[config.mk]
export PLATFORM = sky130hd
export DESIGN_NAME = wdg_keyed
export DESIGN_NICKNAME = d
export VERILOG_FILES = /design/src/rtl/wdg_keyed_pkg.sv /design/src/rtl/wdg_keyed_prescaler.sv /design/src/rtl/wdg_keyed_counter.sv /design/src/rtl/wdg_keyed_rst_pulse.sv /design/src/rtl/wdg_keyed.sv
export SDC_FILE = /design/constraint.sdc
export NUM_CORES = 1
export LEC_CHECK = 0
export BUFFER_PORTS_ARGS = -buffer_cell sky130_fd_sc_hd__buf_2
export CORE_MARGIN = 3
export CORE_UTILIZATION = 42
export CTS_CLUSTER_DIAMETER = 150
export DETAILED_ROUTE_END_ITERATION = 10
export GPL_ROUTABILITY_DRIVEN = 0
export PLACE_DENSITY = 0.59
export SLEW_MARGIN = 20
export SYNTH_ARGS = -nofsm -noshare
export SYNTH_HDL_FRONTEND = slang
export SYNTH_HIERARCHICAL = 1
export SYNTH_SLANG_ARGS = --single-unit
[constraint.sdc]
create_clock -name clk_i -period 8.1 [get_ports clk_i]
set_clock_uncertainty 0.2 [all_clocks]
set_input_delay 0.81 -clock clk_i [delete_from_list [all_inputs] [get_ports clk_i]]
set_output_delay 0.81 -clock clk_i [all_outputs]
set_load 0.02 [all_outputs]
[src/rtl/wdg_keyed_pkg.sv]
package wdg_keyed_pkg;
  localparam int unsigned ADDR_W = 3;

  localparam logic [ADDR_W-1:0] OFF_CTRL = 3'd0;
  localparam logic [ADDR_W-1:0] OFF_CNT  = 3'd2;
  localparam logic [ADDR_W-1:0] OFF_RCTL = 3'd4;

  localparam logic [7:0]  KEY_CTRL = 8'hA5;
  localparam logic [7:0]  KEY_CNT  = 8'h5A;
  localparam logic [7:0]  KEY_RCTL = 8'h5A;
  localparam logic [15:0] FLAG_CLR = 16'hA500;

  localparam int unsigned BIT_WD  = 6;
  localparam int unsigned BIT_RUN = 5;
  localparam int unsigned BIT_REN = 6;
  localparam int unsigned BIT_OVF = 7;

  typedef struct packed {
    logic wd;
    logic run;
  } ctrl_mode_t;
endpackage

[src/rtl/wdg_keyed_prescaler.sv]
module wdg_keyed_prescaler #(
  parameter int unsigned CKS_W      = 3,
  parameter int unsigned BASE_SHIFT = 7
) (
  input  logic             clk_i,
  input  logic             rst_ni,
  input  logic             run_i,
  input  logic             restart_i,
  input  logic [CKS_W-1:0] sel_i,
  output logic             tick_o
);
  localparam int unsigned SEL_MAX = (1 << CKS_W) - 1;
  localparam int unsigned PRE_W   = BASE_SHIFT + SEL_MAX;

  logic [PRE_W-1:0] pre_q;
  logic [PRE_W-1:0] lim;
  int unsigned      sh;

  // Largest select shifts to PRE_W, so the 1 falls off and lim becomes all ones.
  always_comb begin
    sh  = BASE_SHIFT + int'(sel_i);
    lim = (PRE_W'(1) << sh) - PRE_W'(1);
  end

  assign tick_o = run_i && !restart_i && (pre_q == lim);

  always_ff @(posedge clk_i or negedge rst_ni) begin
    if (!rst_ni)                  pre_q <= '0;
    else if (restart_i || !run_i) pre_q <= '0;
    else if (pre_q == lim)        pre_q <= '0;
    else                          pre_q <= pre_q + PRE_W'(1);
  end

  p_tick_gap_r5: assert property (@(posedge clk_i) disable iff (!rst_ni)
    (tick_o && lim != '0) |=> !tick_o);
endmodule

[src/rtl/wdg_keyed_counter.sv]
module wdg_keyed_counter #(
  parameter int unsigned CNT_W = 8
) (
  input  logic             clk_i,
  input  logic             rst_ni,
  input  logic             load_i,
  input  logic [CNT_W-1:0] load_val_i,
  input  logic             tick_i,
  output logic [CNT_W-1:0] cnt_o,
  output logic             wrap_o
);
  logic [CNT_W-1:0] cnt_q;

  // A load in the same cycle as a tick wins and suppresses the wrap.
  assign wrap_o = tick_i && !load_i && (cnt_q == '1);
  assign cnt_o  = cnt_q;

  always_ff @(posedge clk_i or negedge rst_ni) begin
    if (!rst_ni)     cnt_q <= '0;
    else if (load_i) cnt_q <= load_val_i;
    else if (tick_i) cnt_q <= cnt_q + CNT_W'(1);
  end

  p_load_r3: assert property (@(posedge clk_i) disable iff (!rst_ni)
    load_i |=> cnt_o == $past(load_val_i));
endmodule

[src/rtl/wdg_keyed_rst_pulse.sv]
module wdg_keyed_rst_pulse #(
  parameter int unsigned PULSE_LEN = 16
) (
  input  logic clk_i,
  input  logic rst_ni,
  input  logic trig_i,
  output logic rst_o
);
  localparam int unsigned PW = $clog2(PULSE_LEN + 1);

  logic [PW-1:0] left_q;

  assign rst_o = (left_q != '0);

  always_ff @(posedge clk_i or negedge rst_ni) begin
    if (!rst_ni)     left_q <= '0;
    else if (trig_i) left_q <= PW'(PULSE_LEN);
    else if (rst_o)  left_q <= left_q - PW'(1);
  end

  p_start_r9: assert property (@(posedge clk_i) disable iff (!rst_ni)
    trig_i |=> rst_o);
  p_idle_r9: assert property (@(posedge clk_i) disable iff (!rst_ni)
    (!trig_i && !rst_o) |=> !rst_o);
endmodule

[src/rtl/wdg_keyed.sv]
module wdg_keyed
  import wdg_keyed_pkg::*;
#(
  parameter int unsigned CKS_W      = 3,
  parameter int unsigned BASE_SHIFT = 7,
  parameter int unsigned PULSE_LEN  = 16
) (
  input  logic        clk_i,
  input  logic        rst_ni,
  input  logic [2:0]  addr_i,
  input  logic [15:0] wdata_i,
  input  logic        we_i,
  input  logic        re_i,
  output logic [7:0]  rdata_o,
  output logic        sys_rst_o
);
  localparam int unsigned CNT_W = 8;
  localparam int unsigned PAD_W = BIT_RUN - CKS_W;

  ctrl_mode_t       mode_q;
  logic [CKS_W-1:0] sel_q;
  logic             ren_q;
  logic             ovf_q;
  logic             arm_q;

  logic [7:0]       key;
  logic             ctrl_wr, cnt_wr, ren_wr, clr_wr, arm_set;
  logic             tick, wrap, trig;
  logic [CNT_W-1:0] cnt;

  assign key     = wdata_i[15:8];
  assign ctrl_wr = we_i && (addr_i == OFF_CTRL) && (key == KEY_CTRL);
  assign cnt_wr  = we_i && (addr_i == OFF_CNT)  && (key == KEY_CNT);
  assign ren_wr  = we_i && (addr_i == OFF_RCTL) && (key == KEY_RCTL);
  assign clr_wr  = we_i && (addr_i == OFF_RCTL) && (wdata_i == FLAG_CLR);
  // Only a read that actually sees the flag set arms the clear.
  assign arm_set = re_i && (addr_i == OFF_RCTL) && ovf_q;
  assign trig    = wrap && mode_q.wd && ren_q;

  wdg_keyed_prescaler #(
    .CKS_W      (CKS_W),
    .BASE_SHIFT (BASE_SHIFT)
  ) u_pre (
    .clk_i     (clk_i),
    .rst_ni    (rst_ni),
    .run_i     (mode_q.run),
    .restart_i (ctrl_wr),
    .sel_i     (sel_q),
    .tick_o    (tick)
  );

  wdg_keyed_counter #(
    .CNT_W (CNT_W)
  ) u_cnt (
    .clk_i      (clk_i),
    .rst_ni     (rst_ni),
    .load_i     (cnt_wr),
    .load_val_i (wdata_i[CNT_W-1:0]),
    .tick_i     (tick),
    .cnt_o      (cnt),
    .wrap_o     (wrap)
  );

  wdg_keyed_rst_pulse #(
    .PULSE_LEN (PULSE_LEN)
  ) u_pulse (
    .clk_i  (clk_i),
    .rst_ni (rst_ni),
    .trig_i (trig),
    .rst_o  (sys_rst_o)
  );

  always_ff @(posedge clk_i or negedge rst_ni) begin
    if (!rst_ni) begin
      mode_q <= '0;
      sel_q  <= '0;
      ren_q  <= 1'b0;
      ovf_q  <= 1'b0;
      arm_q  <= 1'b0;
    end else begin
      if (ctrl_wr) begin
        mode_q.wd  <= wdata_i[BIT_WD];
        mode_q.run <= wdata_i[BIT_RUN];
        sel_q      <= wdata_i[CKS_W-1:0];
      end
      if (ren_wr) ren_q <= wdata_i[BIT_REN];
      if (wrap) begin
        ovf_q <= 1'b1;
      end else if (clr_wr && arm_q) begin
        ovf_q <= 1'b0;
        arm_q <= 1'b0;
      end else if (arm_set) begin
        arm_q <= 1'b1;
      end
    end
  end

  always_comb begin
    unique case (addr_i)
      OFF_CTRL: rdata_o = {1'b0, mode_q.wd, mode_q.run, {PAD_W{1'b0}}, sel_q};
      OFF_CNT:  rdata_o = cnt;
      OFF_RCTL: rdata_o = {ovf_q, ren_q, 6'b0};
      default:  rdata_o = 8'h00;
    endcase
  end

  p_badkey_r2: assert property (@(posedge clk_i) disable iff (!rst_ni)
    (we_i && addr_i == OFF_CTRL && wdata_i[15:8] != KEY_CTRL) |=> $stable({mode_q, sel_q}));
  p_hold_r6: assert property (@(posedge clk_i) disable iff (!rst_ni)
    (!mode_q.run && !cnt_wr) |=> $stable(cnt));
  p_wrap_r7: assert property (@(posedge clk_i) disable iff (!rst_ni)
    wrap |=> (cnt == '0) && ovf_q);
  p_clr_armed_r8: assert property (@(posedge clk_i) disable iff (!rst_ni)
    $fell(ovf_q) |-> $past(arm_q));
  p_pulse_r9: assert property (@(posedge clk_i) disable iff (!rst_ni)
    (wrap && mode_q.wd && ren_q) |=> sys_rst_o);
endmodule

Word level (Yosys, flattened, before mapping)
Cells that the tools add are included.
Cells by class
  equal/unequal tests: 7
  shifts and indexed selects: 1
  add/sub/neg operators: 5
  multiplexer cells: 11
  bitwise logic cells: 1
  reductions and logical operators: 27
Operators by type and width (number)
  1-bit by 32-bit left shift with 14-bit output (first input constant): 1
  14-bit 2-to-1 mux: 2
  8-bit case mux with 3 select lines: 1
  16-bit == test (second input constant): 1
  8-bit == test (second input constant): 2
  1-bit logical AND: 16
  8-bit 2-to-1 mux: 2
  14-bit by 1-bit adder with 14-bit output (second input constant): 1
  14-bit == test: 1
  14-bit by 2-bit subtractor with 14-bit output (second input constant): 1
  5-bit 2-to-1 mux: 2
  8-bit by 1-bit adder with 8-bit output (second input constant): 1
  8-bit by 7-bit == test with 1-bit output (second input constant): 1
  2-bit nonzero test: 4
  5-bit nonzero test: 1
  5-bit by 1-bit subtractor with 5-bit output (second input constant): 1
  3-bit by 3-bit adder with 4-bit output (first input constant): 1
  1-bit 2-to-1 mux: 4
  3-bit by 2-bit == test with 1-bit output (second input constant): 1
  3-bit == test (second input constant): 1
  1-bit logical NOT: 3
  3-bit logical NOT: 1
  2-bit AND reduction: 1
  1-bit logical OR: 1
  1-bit NOT: 1
Word-level totals
  output and inout port bits: 9
  word-level logic and storage cells: 61
  bits in registers: 35
  input bits: 23

Depth between registers and ports, before layout
Gate-level depths: netlist of the first run.
  word-level depth: 11
  depth in mapped cells: 12
  depth with buffers taken out: 11

Hierarchy
Netlist of the first run, hierarchy kept.
Modules (own cells, without submodules)
  wdg_keyed_prescaler: seq. area each 350.3 µm², times used 1, cells each 95, area each 913.4 µm²
  wdg_keyed: seq. area each 200.2 µm², times used 1, cells each 64, area each 613.1 µm²
  wdg_keyed_counter: seq. area each 200.2 µm², times used 1, cells each 51, area each 465.4 µm²
  wdg_keyed_rst_pulse: seq. area each 125.1 µm², times used 1, cells each 25, area each 261.5 µm²

Worst setup path after synthesis of the first run
OpenSTA, ideal clock, no wires.
  kind: input port to flip-flop
  start: input wdata_i[13]
  end: register u_pulse.left_q[0]
  slack: 5.093 ns
  data required time: 7.777 ns
  library setup time: 0.123 ns
  arrival: 2.684 ns
  buffers on the path: 1
  cell stages on the path: 10
  cell sequence: nor2b_1 and2_1 and4_1 nor2b_1 nor4b_1 buf_4 nand4_1 nor3_1 and3_1 nor2_1
On the way
  cells in the longest elaborated chain, start to end: 10
  elaborated cells on any way between the ends: 14
  classes of those cells: 2 x eq/ne; 1 x mux; 11 x reduce/logical
RTL lines
  start: declaration: RTL line wdg_keyed.sv:11  | input logic [15:0] wdata_i,
  8-bit == test (*): RTL line wdg_keyed.sv:32  | assign ctrl_wr = we_i && (addr_i == OFF_CTRL) && (key == KEY_CTRL);
  1-bit logical AND (*): RTL line wdg_keyed.sv:32
  via ctrl_wr: RTL line wdg_keyed.sv:27  | logic ctrl_wr, cnt_wr, ren_wr, clr_wr, arm_set;
  1-bit logical NOT (*): RTL line wdg_keyed_prescaler.sv:25  | assign tick_o = run_i && !restart_i && (pre_q == lim);
  1-bit logical AND (*) (2 in series): RTL line wdg_keyed_prescaler.sv:25
  via tick: RTL line wdg_keyed.sv:28  | logic tick, wrap, trig;
  1-bit logical AND (*) (2 in series): RTL line wdg_keyed_counter.sv:15  | assign wrap_o = tick_i && !load_i && (cnt_q == '1);
  via wrap: RTL line wdg_keyed.sv:28
  1-bit logical AND (*) (2 in series): RTL line wdg_keyed.sv:38  | assign trig = wrap && mode_q.wd && ren_q;
  via trig: RTL line wdg_keyed.sv:28
  5-bit 2-to-1 mux or 2-bit nonzero test (tied branches)
  end signal: assignment: RTL line wdg_keyed_rst_pulse.sv:17  | else if (trig_i) left_q <= PW'(PULSE_LEN);
  end signal: assignment: RTL line wdg_keyed_rst_pulse.sv:18  | else if (rst_o) left_q <= left_q - PW'(1);
  end: declaration: RTL line wdg_keyed_rst_pulse.sv:11  | logic [PW-1:0] left_q;
The timed path passes the listed nets; every way through them passes the cells marked *.
A chain may end at the register's enable or synchronous reset.

Worst setup path in the final report of the first run
Ends and elaborated chain as after synthesis.

==> run_results.csv, run 1 <==
group,metric,value,unit
run_status,outcome,"complete, no violations",
yosys,synth_ff_type,"dfrtp_1",
placed_design,dp.cells,330,
finish,nFillCells,531,
cts,clkLatencyLatePin,0.29,ns
routing,drc_errors,0,
die,dieWidth,79.2,um
yosys,synthArstFlopShare,1.00,
finish,regArea,876,um^2
finish,nets,294,
yosys,synth_top_cell_area_share,0.389,
worst_setup_path,rr_worst_depth,9,
routing,detail-route-antenna-nets,0,
worst_setup_path,worstSetupPathType,"in2reg",
sta,tightest_slew,0.813,ns
placed_design,place_hpwl,3530,um
sta,tns,0,ns
yosys,synth_top_area_cell,"dfrtp_1",
routing,firstDrtPassIters,4,
worst_setup_path,reg2reg_from,"sel_q[2]",
worst_setup_path,cp-endpoint,"u_pulse/left_q[0]",
die,io_pins,32,
sta,clock.fmax,0.325,GHz
routing,avgRoutedWirePerCell,14.1,um
finish,fin_area,2560,um^2
die,initial_core_util,0.438,
worst_hold_path,min_path_cells,2,
placed_design,place_area,2440,um^2
cts,numCtsBuffers,5,
finish,syn_to_final_growth,13.5,%
worst_setup_path,endpoint_kind,"flop",
sta,setup_viol,0,
cts,cts_root_buf,"clkbuf_8",
die,rows,26,
global_route,antenna_found_initial,0,
cts,clk_pin_slew_worst_paths,0.07,ns
die,die_area,6280,um^2
cts,cts_hold_buf,0,
worst_setup_path,crit_path_start_kind,"input port",
routing,wirelength,4780,um
global_route,overflow,0,
routing,first_iter_violations,57,
yosys,ys_types,53,
yosys,synthTopCellsByCount,"dfrtp_1, nand2_1, nor2_1, xor2_1",
yosys,synth.most_common_cell,"dfrtp_1",
yosys,synth_cells,235,
sta,rsz0062_at_grt,"no",
global_route,grt_pass1_vias,1706,
routing,viasPerCell,5.38,
sta,maxSlewHeadroom,0.458,
global_route,grt_pass1_wl,8140,um
placed_design,port_buffers,31,
yosys,syn_area_per_cell,9.59,um^2
yosys,synth_edf_count,0,
worst_setup_path,crit_fanout,7,
die,fp.dieH,79.2,um
yosys,synth-seq-area-share,0.389,
yosys,ys_warn_count,6,
worst_setup_path,critPathArrivalTime,3.05,ns
power_and_ir_drop,p_per_area,142,nW/um^2
yosys,synthTopCellsByArea,"dfrtp_1, xor2_1, nand2_1, xnor2_1, nor2_1",
power_and_ir_drop,p_leak,0.00117,uW
finish,final_cell_count_no_fill,338,
worst_setup_path,worst_r2r_endpoint,"u_pulse/left_q[0]",
worst_setup_path,crit_path_start,"wdata_i[13]",
yosys,syn_area,2250,um^2
cts,clk_path_buf_depth,2,
yosys,synth-seq-cells,35,
global_route,grt_use_total,0.169,
routing,dr_total_vias,1818,
global_route,grt_max_degree,36,
sta,hold_viol_final,0,
cts,numClockSinks,35,
finish,drive_above_1_share,0.257,
placed_design,post-place-ws,4.72,ns
power_and_ir_drop,power.total,362,uW
cts,cts_resized,0,
run,max_cap_viol_count,0,
sta,min_period_over_period,0.380,
sta,maxSlewViolCount,0,
cts,cts_tree,"built",
finish,antennaDiodeCount,0,
finish,multiInputGateArea,1280,um^2
power_and_ir_drop,vdd_drop_max,0.0968,mV
worst_setup_path,worstPathRequired,8.07,ns
worst_hold_path,hp-class,"reg2reg",
cts,cts_setup_buffers,0,
die,coreArea,5140,um^2
sta,fin_crit,3.07,ns
sta,fin_ws,5.03,ns
worst_setup_path,r2r_setup_slack,5.14,ns
cts,h-tree-depth,2,
## per-layer routing
| layer | GRT usage | up-vias | part of all wire |
|---|---|---|---|
| li1 | - | 895 | - |
| met1 | 0.221 | 885 | 0.47 |
| met2 | 0.258 | 28 | 0.48 |
| met3 | 0.0544 | 10 | 0.031 |
| met4 | 0.0687 | 0 | 0.019 |
| met5 | 0 | - | 0 |
## state kept, by name, indices dropped and copies added, names as in the netlist
name and count:
mode_q 2, arm_q 1, sel_q 3, u_pulse/left_q 5, u_pre/pre_q 14, u_cnt/cnt_o 8, ovf_q 1, ren_q 1
## how the worst min path moves through the flow
stage	from	to
6_report	arm_q	arm_q
5_1_grt	arm_q	arm_q
4_1_cts	arm_q	arm_q
3_5_place_dp	arm_q	arm_q
3_3_place_gp	arm_q	arm_q
2_1_floorplan	arm_q	arm_q
## placed cells by master, fill, tap and decap left out, drive strengths merged, types with 4 or more instances in the layout
cell / Yosys / layout
buf: 9 / 33
nor2b: 6 / 6
nand4: 11 / 11
clkbuf: 0 / 6
o21ai: 9 / 9
xor2: 12 / 12
dfrtp: 35 / 35
inv: 7 / 7
mux2i: 7 / 7
nand3: 8 / 8
mux2: 6 / 6
nand2: 21 / 21
nor2: 30 / 30
xnor2: 9 / 9
a21oi: 5 / 5
and3: 6 / 6
nor3: 11 / 11
ha: 4 / 4
## report_power, final
| group | leakage [uW] | switching [uW] | internal (uW) |
|---|---|---|---|
| registers | 0.000489 | 0.973 | 175 |
| logic | 0.000624 | 13.5 | 8.36 |
| clock network | 0.0000612 | 64.7 | 99.6 |
## cells by family (layout without fill, tap and decap cells)
| kind of cell | Yosys count | count (layout) | synth area share |
|---|---|---|---|
| buf+inv | 16 | 48 | 0.0444 |
| other cells | 1 | 2 | 0.00166 |
| fa+ha+maj | 4 | 4 | 0.0222 |
| flops | 35 | 35 | 0.389 |
| xor+xnor | 21 | 21 | 0.0816 |
| mux | 13 | 13 | 0.0611 |
| simple gates | 118 | 118 | 0.310 |
| compound gates | 27 | 27 | 0.0900 |
## final cells by class
class,count,area share
multi-input combinational,185,0.501
timing repair buffer,33,0.0665
tap,70,0.0342
sequential,35,0.342
clock inverter,2,0.0137
inverter,7,0.0103
clock buffer,6,0.0323
## per-stage QoR
step	util	hold slack [ns]
2_1_floorplan	-	0.255
3_3_place_gp	0.475	0.280
3_5_place_dp	0.475	0.293
4_1_cts	0.498	0.308
5_1_grt	0.498	0.349
6_report	0.498	0.306
## critical path, stage by stage
cell and delay (ns):
buf_2 0.10, nor2b_1 0.12, and2_1 0.18, and4_1 0.18, nor2b_1 0.24, nor4b_1 0.29
buf_4 0.22, nand4_1 0.12, nor3_1 0.36, and3_1 0.35, nor2_1 0.08
(Power assumes the default switching activity.)
==> run 2: changes to the inputs <==
--- a/config.mk
+++ b/config.mk
@@ -11,7 +11,7 @@
 export CTS_CLUSTER_DIAMETER = 150
 export DETAILED_ROUTE_END_ITERATION = 10
 export GPL_ROUTABILITY_DRIVEN = 0
-export PLACE_DENSITY = 0.59
+export PLACE_DENSITY = 0.61
 export SLEW_MARGIN = 20
 export SYNTH_ARGS = -nofsm -noshare
 export SYNTH_HDL_FRONTEND = slang
==> constraint.sdc (replaced) <==
create_clock -name clk_i -period 2.55 [get_ports clk_i]
set_clock_uncertainty 0.2 [all_clocks]
set_input_delay 0.255 -clock clk_i [delete_from_list [all_inputs] [get_ports clk_i]]
set_output_delay 0.255 -clock clk_i [all_outputs]
set_load 0.02 [all_outputs]
==> run 2 against run 1 <==
Compared with the run above:
- the flow now finishes with violations (setup timing)
- design area is 9.1% higher
- register-to-register slack worse by 5.2 ns
- via count is 3.2% higher
- power grew to 3.0 times the previous value
- die area stayed put
- sequential power grew to 3.2 times the previous value
- non-clock buffer count is 28 higher
- setup slack worse by 5.0 ns
- critical path type is now reg2reg
- highest routed layer unchanged
==> run_results.csv, run 2 (same netlist as run 1, synthesis figures left out) <==
group,metric,value,unit
run_status,outcome,"finished with violations",
run_status,violations,"setup timing",
placed_design,port_buffers,31,
sta,hold_viol_final,0,
global_route,grt_pass1_wl,8660,um
die,initial_core_util,0.438,
run,max_cap_viol_count,0,
finish,top_register,"u_pre/pre_q",
routing,avgRoutedWirePerCell,13.9,um
finish,layout_common_cells,"dfrtp_1, buf_2, buf_4",
worst_setup_path,worst-path-buf-inv,2,
worst_setup_path,endpoint_kind,"flop",
finish,nets,322,
power_and_ir_drop,p_per_area,386,nW/um^2
routing,drc_errors,0,
worst_setup_path,crit_path_start_kind,"flop",
cts,clkLatencyLatePin,0.28,ns
die,coreArea,5140,um^2
sta,maxSlewHeadroom,0.471,
finish,final_cell_count_no_fill,366,
worst_setup_path,worstSetupPathType,"reg2reg",
sta,rsz0062_at_grt,"yes",
sta,fin_ws,-0.0152,ns
cts,numCtsBuffers,5,
finish,largest_reg_flops,14,
global_route,grt_use_total,0.176,
cts,clk_pin_slew_worst_paths,0.07,ns
global_route,antenna_found_initial,0,
worst_setup_path,critPathArrivalTime,2.54,ns
global_route,grt_max_degree,36,
routing,first_iter_violations,104,
routing,detail-route-antenna-nets,0,
finish,regArea,877,um^2
cts,h-tree-depth,2,
worst_setup_path,crit_chain,"buf_4, and2_1, o21a_1, o2111ai_2, nor4b_2, buf_4, nand4_1, nor3_2, nor4b_2, nand4_1, nor2_1, nor2_1",
cts,cts_tree,"built",
worst_hold_path,hp-class,"in2reg",
power_and_ir_drop,p_leak,0.00131,uW
cts,clk_path_buf_depth,2,
die,fp.dieH,79.2,um
die,io_pins,32,
routing,dr_total_vias,1876,
power_and_ir_drop,vdd_drop_max,0.249,mV
worst_setup_path,crit_fanout,6,
cts,numClockSinks,35,
sta,setup_viol,2,
sta,maxSlewViolCount,0,
routing,viasPerCell,5.13,
sta,min_period_over_period,1.01,
sta,tightest_slew,0.793,ns
worst_setup_path,crit_slowest_cell,"dfrtp_2",
finish,nFillCells,501,
global_route,grt_pass1_vias,1871,
finish,final_common_cell,"dfrtp_1",
die,die_area,6280,um^2
routing,firstDrtPassIters,4,
die,rows,26,
placed_design,dp.cells,352,
worst_setup_path,max_stage_delay,0.44,ns
placed_design,post-place-ws,-0.215,ns
cts,cts_root_buf,"clkbuf_8",
sta,fin_crit,2.57,ns
routing,wirelength,5080,um
sta,clock.fmax,0.390,GHz
finish,syn_to_final_growth,23.9,%
finish,multiInputGateArea,1320,um^2
die,dieWidth,79.2,um
finish,final_util,0.543,
worst_setup_path,worstPathRequired,2.52,ns
finish,drive_above_1_share,0.345,
global_route,overflow,0,
placed_design,place_hpwl,3840,um
finish,antennaDiodeCount,0,
worst_setup_path,path_delay_family,"simple AND/OR/NAND/NOR gates",
==> run 2: worst register-to-register path, cell delays in order (launching register included) <==
cell,delay [ns]
dfrtp_2,0.44
buf_4,0.16
and2_1,0.17
o21a_1,0.21
o2111ai_2,0.22
nor4b_2,0.07
buf_4,0.16
nand4_1,0.13
nor3_2,0.08
nor4b_2,0.28
nand4_1,0.14
nor2_1,0.14
nor2_1,0.06
==> run 2: layout make-up <==
cell class | count | share of cell area
multi-input combinational | 185 | 0.472
sequential | 35 | 0.314
tap | 70 | 0.0314
clock buffer | 8 | 0.0358
timing repair buffer | 61 | 0.137
inverter | 7 | 0.00941
==> run 2: final timing paths <==
| path | startpoint | end | slack [ns] | cells past startpoint |
|---|---|---|---|---|
| worst min register to register | arm_q | arm_q | 0.30 | 2 |
| max in group asynchronous | rst_ni | sel_q[2] | 1.21 | 2 |
| worst max-delay path | sel_q[2] | ovf_q | -0.02 | 12 |
| min in group asynchronous | rst_ni | u_pulse/left_q[2] | 0.39 | 2 |
| worst max register to register | sel_q[2] | ovf_q | -0.02 | 12 |
| worst min-delay path | wdata_i[3] | u_cnt/cnt_o[3] | 0.01 | 3 |
==> run 2: what timing repair did <==
| item | CTS | global route |
|---|---|---|
| hold buffers | 1 | 0 |
| resized for setup | 6 | 2 |
| buffers inserted | 3 | 3 |
| pin swaps | 2 | 3 |
| setup endpoints to repair | 9 | 9 |
| endpoints found under the hold margin | 35 | 0 |
| gates cloned | 0 | 0 |
==> run 2: layer usage <==
| metal | GRT usage | up-vias | wire (um) |
|---|---|---|---|
| met1 | 0.245 | 882 | 2410 |
| met4 | 0.0653 | 0 | 88 |
| met2 | 0.266 | 30 | 2370 |
| met3 | 0.0397 | 10 | 204 |
| met5 | 0 | - | 0 |
| li1 | - | 954 | - |
==> run 2: power breakdown <==
group	total (uW)	internal [uW]	switching, uW
Clock	437	246	191
Combinational	82.1	36.0	46.2
Sequential	560	557	2.53
==> run 2: metrics by stage <==
step	total power [uW]	cell area [um^2]	TNS, ns	hold WS (ns)
floorplan	603	2260	0	-0.241
global placement	650	2610	-0.757	0.187
detailed placement	651	2610	-1.28	0.189
CTS	1100	2760	-0.173	0.00711
global route	1120	2790	-1.05	0.00895
finish	1080	2790	-0.0284	0.0107
==> run 3: changes to the inputs <==
--- a/config.mk
+++ b/config.mk
@@ -11,9 +11,9 @@
 export CTS_CLUSTER_DIAMETER = 150
 export DETAILED_ROUTE_END_ITERATION = 10
 export GPL_ROUTABILITY_DRIVEN = 0
+export HOLD_SLACK_MARGIN = 0.05
 export PLACE_DENSITY = 0.61
 export SLEW_MARGIN = 20
 export SYNTH_ARGS = -nofsm -noshare
 export SYNTH_HDL_FRONTEND = slang
-export SYNTH_HIERARCHICAL = 1
 export SYNTH_SLANG_ARGS = --single-unit
==> run 3 against run 2 <==
Compared with the run above:
- the run now ends clean
- non-clock buffer count decreased by 15
- register-to-register slack improved by 0.17 ns
- routed wire length is 7.9% lower
==> run_results.csv, run 3 <==
group,metric,value,unit
run_status,outcome,"complete, no violations",
sta,maxSlewViolCount,0,
worst_hold_path,hp-class,"in2reg",
die,die_area,5920,um^2
cts,numClockSinks,35,
sta,tightest_slew,0.794,ns
worst_setup_path,worstPathRequired,2.56,ns
yosys,synthTopCellsByArea,"dfrtp_1, nor2_1, xnor2_1, nand3_1, xor2_1",
die,dieWidth,76.9,um
yosys,synthTopCellsByCount,"dfrtp_1, nor2_1, nand2_1, nand3_1, xnor2_1",
die,initial_core_util,0.442,
yosys,ys_warn_count,0,
finish,nFillCells,464,
cts,clkLatencyLatePin,0.29,ns
yosys,synth.most_common_cell,"dfrtp_1",
routing,dr_total_vias,1782,
power_and_ir_drop,clockPowerShare,0.418,
yosys,synth_top_area_cell,"dfrtp_1",
global_route,grt_pass1_wl,8280,um
routing,avgRoutedWirePerCell,13.8,um
power_and_ir_drop,p_seq_frac,0.518,
cts,clk_pin_slew_worst_paths,0.07,ns
cts,numCtsBuffers,5,
worst_setup_path,endpoint_kind,"flop",
die,fp.dieH,76.9,um
placed_design,dp.cells,321,
yosys,syn_area_per_cell,9.43,um^2
finish,regArea,876,um^2
finish,nets,297,
sta,clock.fmax,0.418,GHz
die,coreArea,4790,um^2
finish,syn_to_final_growth,21.6,%
global_route,grt_max_degree,36,
finish,drive_above_1_share,0.240,
finish,final_common_cell,"dfrtp_1",
routing,firstDrtPassIters,4,
power_and_ir_drop,comb_power_share,0.064,
power_and_ir_drop,swShare,0.229,
worst_setup_path,crit_fanout,12,
routing,first_iter_violations,96,
finish,final_cell_count_no_fill,338,
die,rows,25,
cts,clk_path_buf_depth,2,
worst_setup_path,worstSetupPathType,"reg2reg",
global_route,grt_pass1_vias,1745,
placed_design,place_hpwl,3470,um
yosys,synthArstFlopShare,1.00,
routing,drc_errors,0,
routing,wirelength,4680,um
global_route,antenna_found_initial,0,
power_and_ir_drop,p_leak,0.00117,uW
yosys,synth_top_cell_area_share,0.414,
power_and_ir_drop,vdd_drop_max,0.156,mV
worst_setup_path,r2r_setup_slack,0.16,ns
yosys,synth_cells,224,
sta,min_period_over_period,0.938,
finish,multiInputGateArea,1190,um^2
finish,top_register,"u_pre.pre_q",
routing,detail-route-antenna-nets,0,
yosys,ys_types,49,
power_and_ir_drop,p_int,835,uW
die,io_pins,32,
cts,h-tree-depth,2,
yosys,synth_nets,251,
sta,hold_viol_final,0,
placed_design,port_buffers,31,
global_route,grt_use_total,0.175,
yosys,syn_area,2110,um^2
power_and_ir_drop,p_sw,248,uW
finish,antennaDiodeCount,0,
routing,viasPerCell,5.27,
cts,cts_root_buf,"clkbuf_8",
yosys,synth_ff_type,"dfrtp_1",
finish,largest_reg_flops,14,
worst_setup_path,critPathArrivalTime,2.40,ns
cts,cts_tree,"built",
yosys,synth-seq-cells,35,
worst_setup_path,crit_path_start_kind,"flop",
global_route,overflow,0,
sta,tns,0,ns
sta,maxSlewHeadroom,0.471,
finish,layout_common_cells,"dfrtp_1, nor2_1, buf_2",
yosys,synth_edf_count,0,
sta,setup_viol,0,
power_and_ir_drop,p_per_area,421,nW/um^2
run,max_cap_viol_count,0,
sta,fin_crit,2.39,ns
yosys,synth-seq-area-share,0.414,
-- run 3: cell types whose count changed after synthesis, moves of 6 or more --
cell	previous run	this run
nor2_1	20	33
nor2_2	10	0
nand3_1	8	14
nand2_1	21	14
-- run 3: worst paths after layout --
path | start | cells after the start | end
max | sel_q[1] | 6 | u_cnt.cnt_o[5]
min | wdata_i[3] | 3 | u_cnt.cnt_o[3]
max reg2reg | sel_q[1] | 6 | u_cnt.cnt_o[5]
min reg2reg | u_pre.pre_q[0] | 1 | u_pre.pre_q[0]
max in group asynchronous | rst_ni | 2 | sel_q[1]
min in group asynchronous | rst_ni | 2 | u_pre.pre_q[7]
-- run 3: worst max-delay path, stage by stage, from the launching register on --
cell	delay [ns]
dfrtp_1	0.57
inv_2	0.07
or4_4	0.54
a22oi_4	0.27
nand3_4	0.14
or3_1	0.37
a31oi_1	0.16
-- run 3: per-stage QoR --
| stage | worst slack, ns | hold WS, ns | util | area, um^2 | power [uW] |
|---|---|---|---|---|---|
| floorplan | 0.392 | -0.241 | - | 2110 | 590 |
| global placement | 0.223 | 0.202 | 0.493 | 2360 | 632 |
| detailed placement | 0.172 | 0.195 | 0.493 | 2360 | 632 |
| CTS | 0.153 | 0.0639 | 0.532 | 2540 | 1100 |
| global route | -0.0168 | 0.0624 | 0.537 | 2570 | 1130 |
| finish | 0.158 | 0.0679 | 0.537 | 2570 | 1080 |
-- run 3: cell type report --
type,instances,area share
Clock buffer,7,0.0375
Tap cell,67,0.0326
Clock inverter,1,0.00292
Timing Repair Buffer,46,0.112
Multi-Input combinational cell,175,0.464
Sequential cell,35,0.341
Inverter,7,0.0102
-- run 3: logic make-up (layout without fill, tap and decap cells) --
logic type / after synthesis / count (layout) / share of synthesized area
muxes: 8 / 8 / 0.0414
DFF: 35 / 35 / 0.414
adders and majority gates: 4 / 4 / 0.0237
buffers and inverters: 14 / 61 / 0.0302
AOI/OAI and AO/OA: 37 / 37 / 0.137
and+or+nand+nor: 109 / 109 / 0.283
xor gates and xnor gates: 17 / 17 / 0.0705
-- run 3: timing repair --
item / 4_1_cts / 5_1_grt
resized for setup: 0 / 3
setup endpoints to repair: 0 / 21
hold endpoints to repair: 44 / 0
hold buffers: 8 / 0
setup buffers: 0 / 1
-- run 3: routing by layer --
metal,track usage,part of all wire
met5,0,0
met4,0.0507,0.013
met3,0.0434,0.047
met2,0.280,0.47
met1,0.233,0.47
-- run 3: power groups by stage --
stage / Clock, uW / Combinational [uW] / Sequential, uW
after global routing: 493 / 78.8 / 561
after floorplan: 0 / 19.9 / 570
after CTS: 465 / 70.8 / 560
after detailed placement: 0 / 61.3 / 571
final: 453 / 69.5 / 560
after global placement: 0 / 61.4 / 571
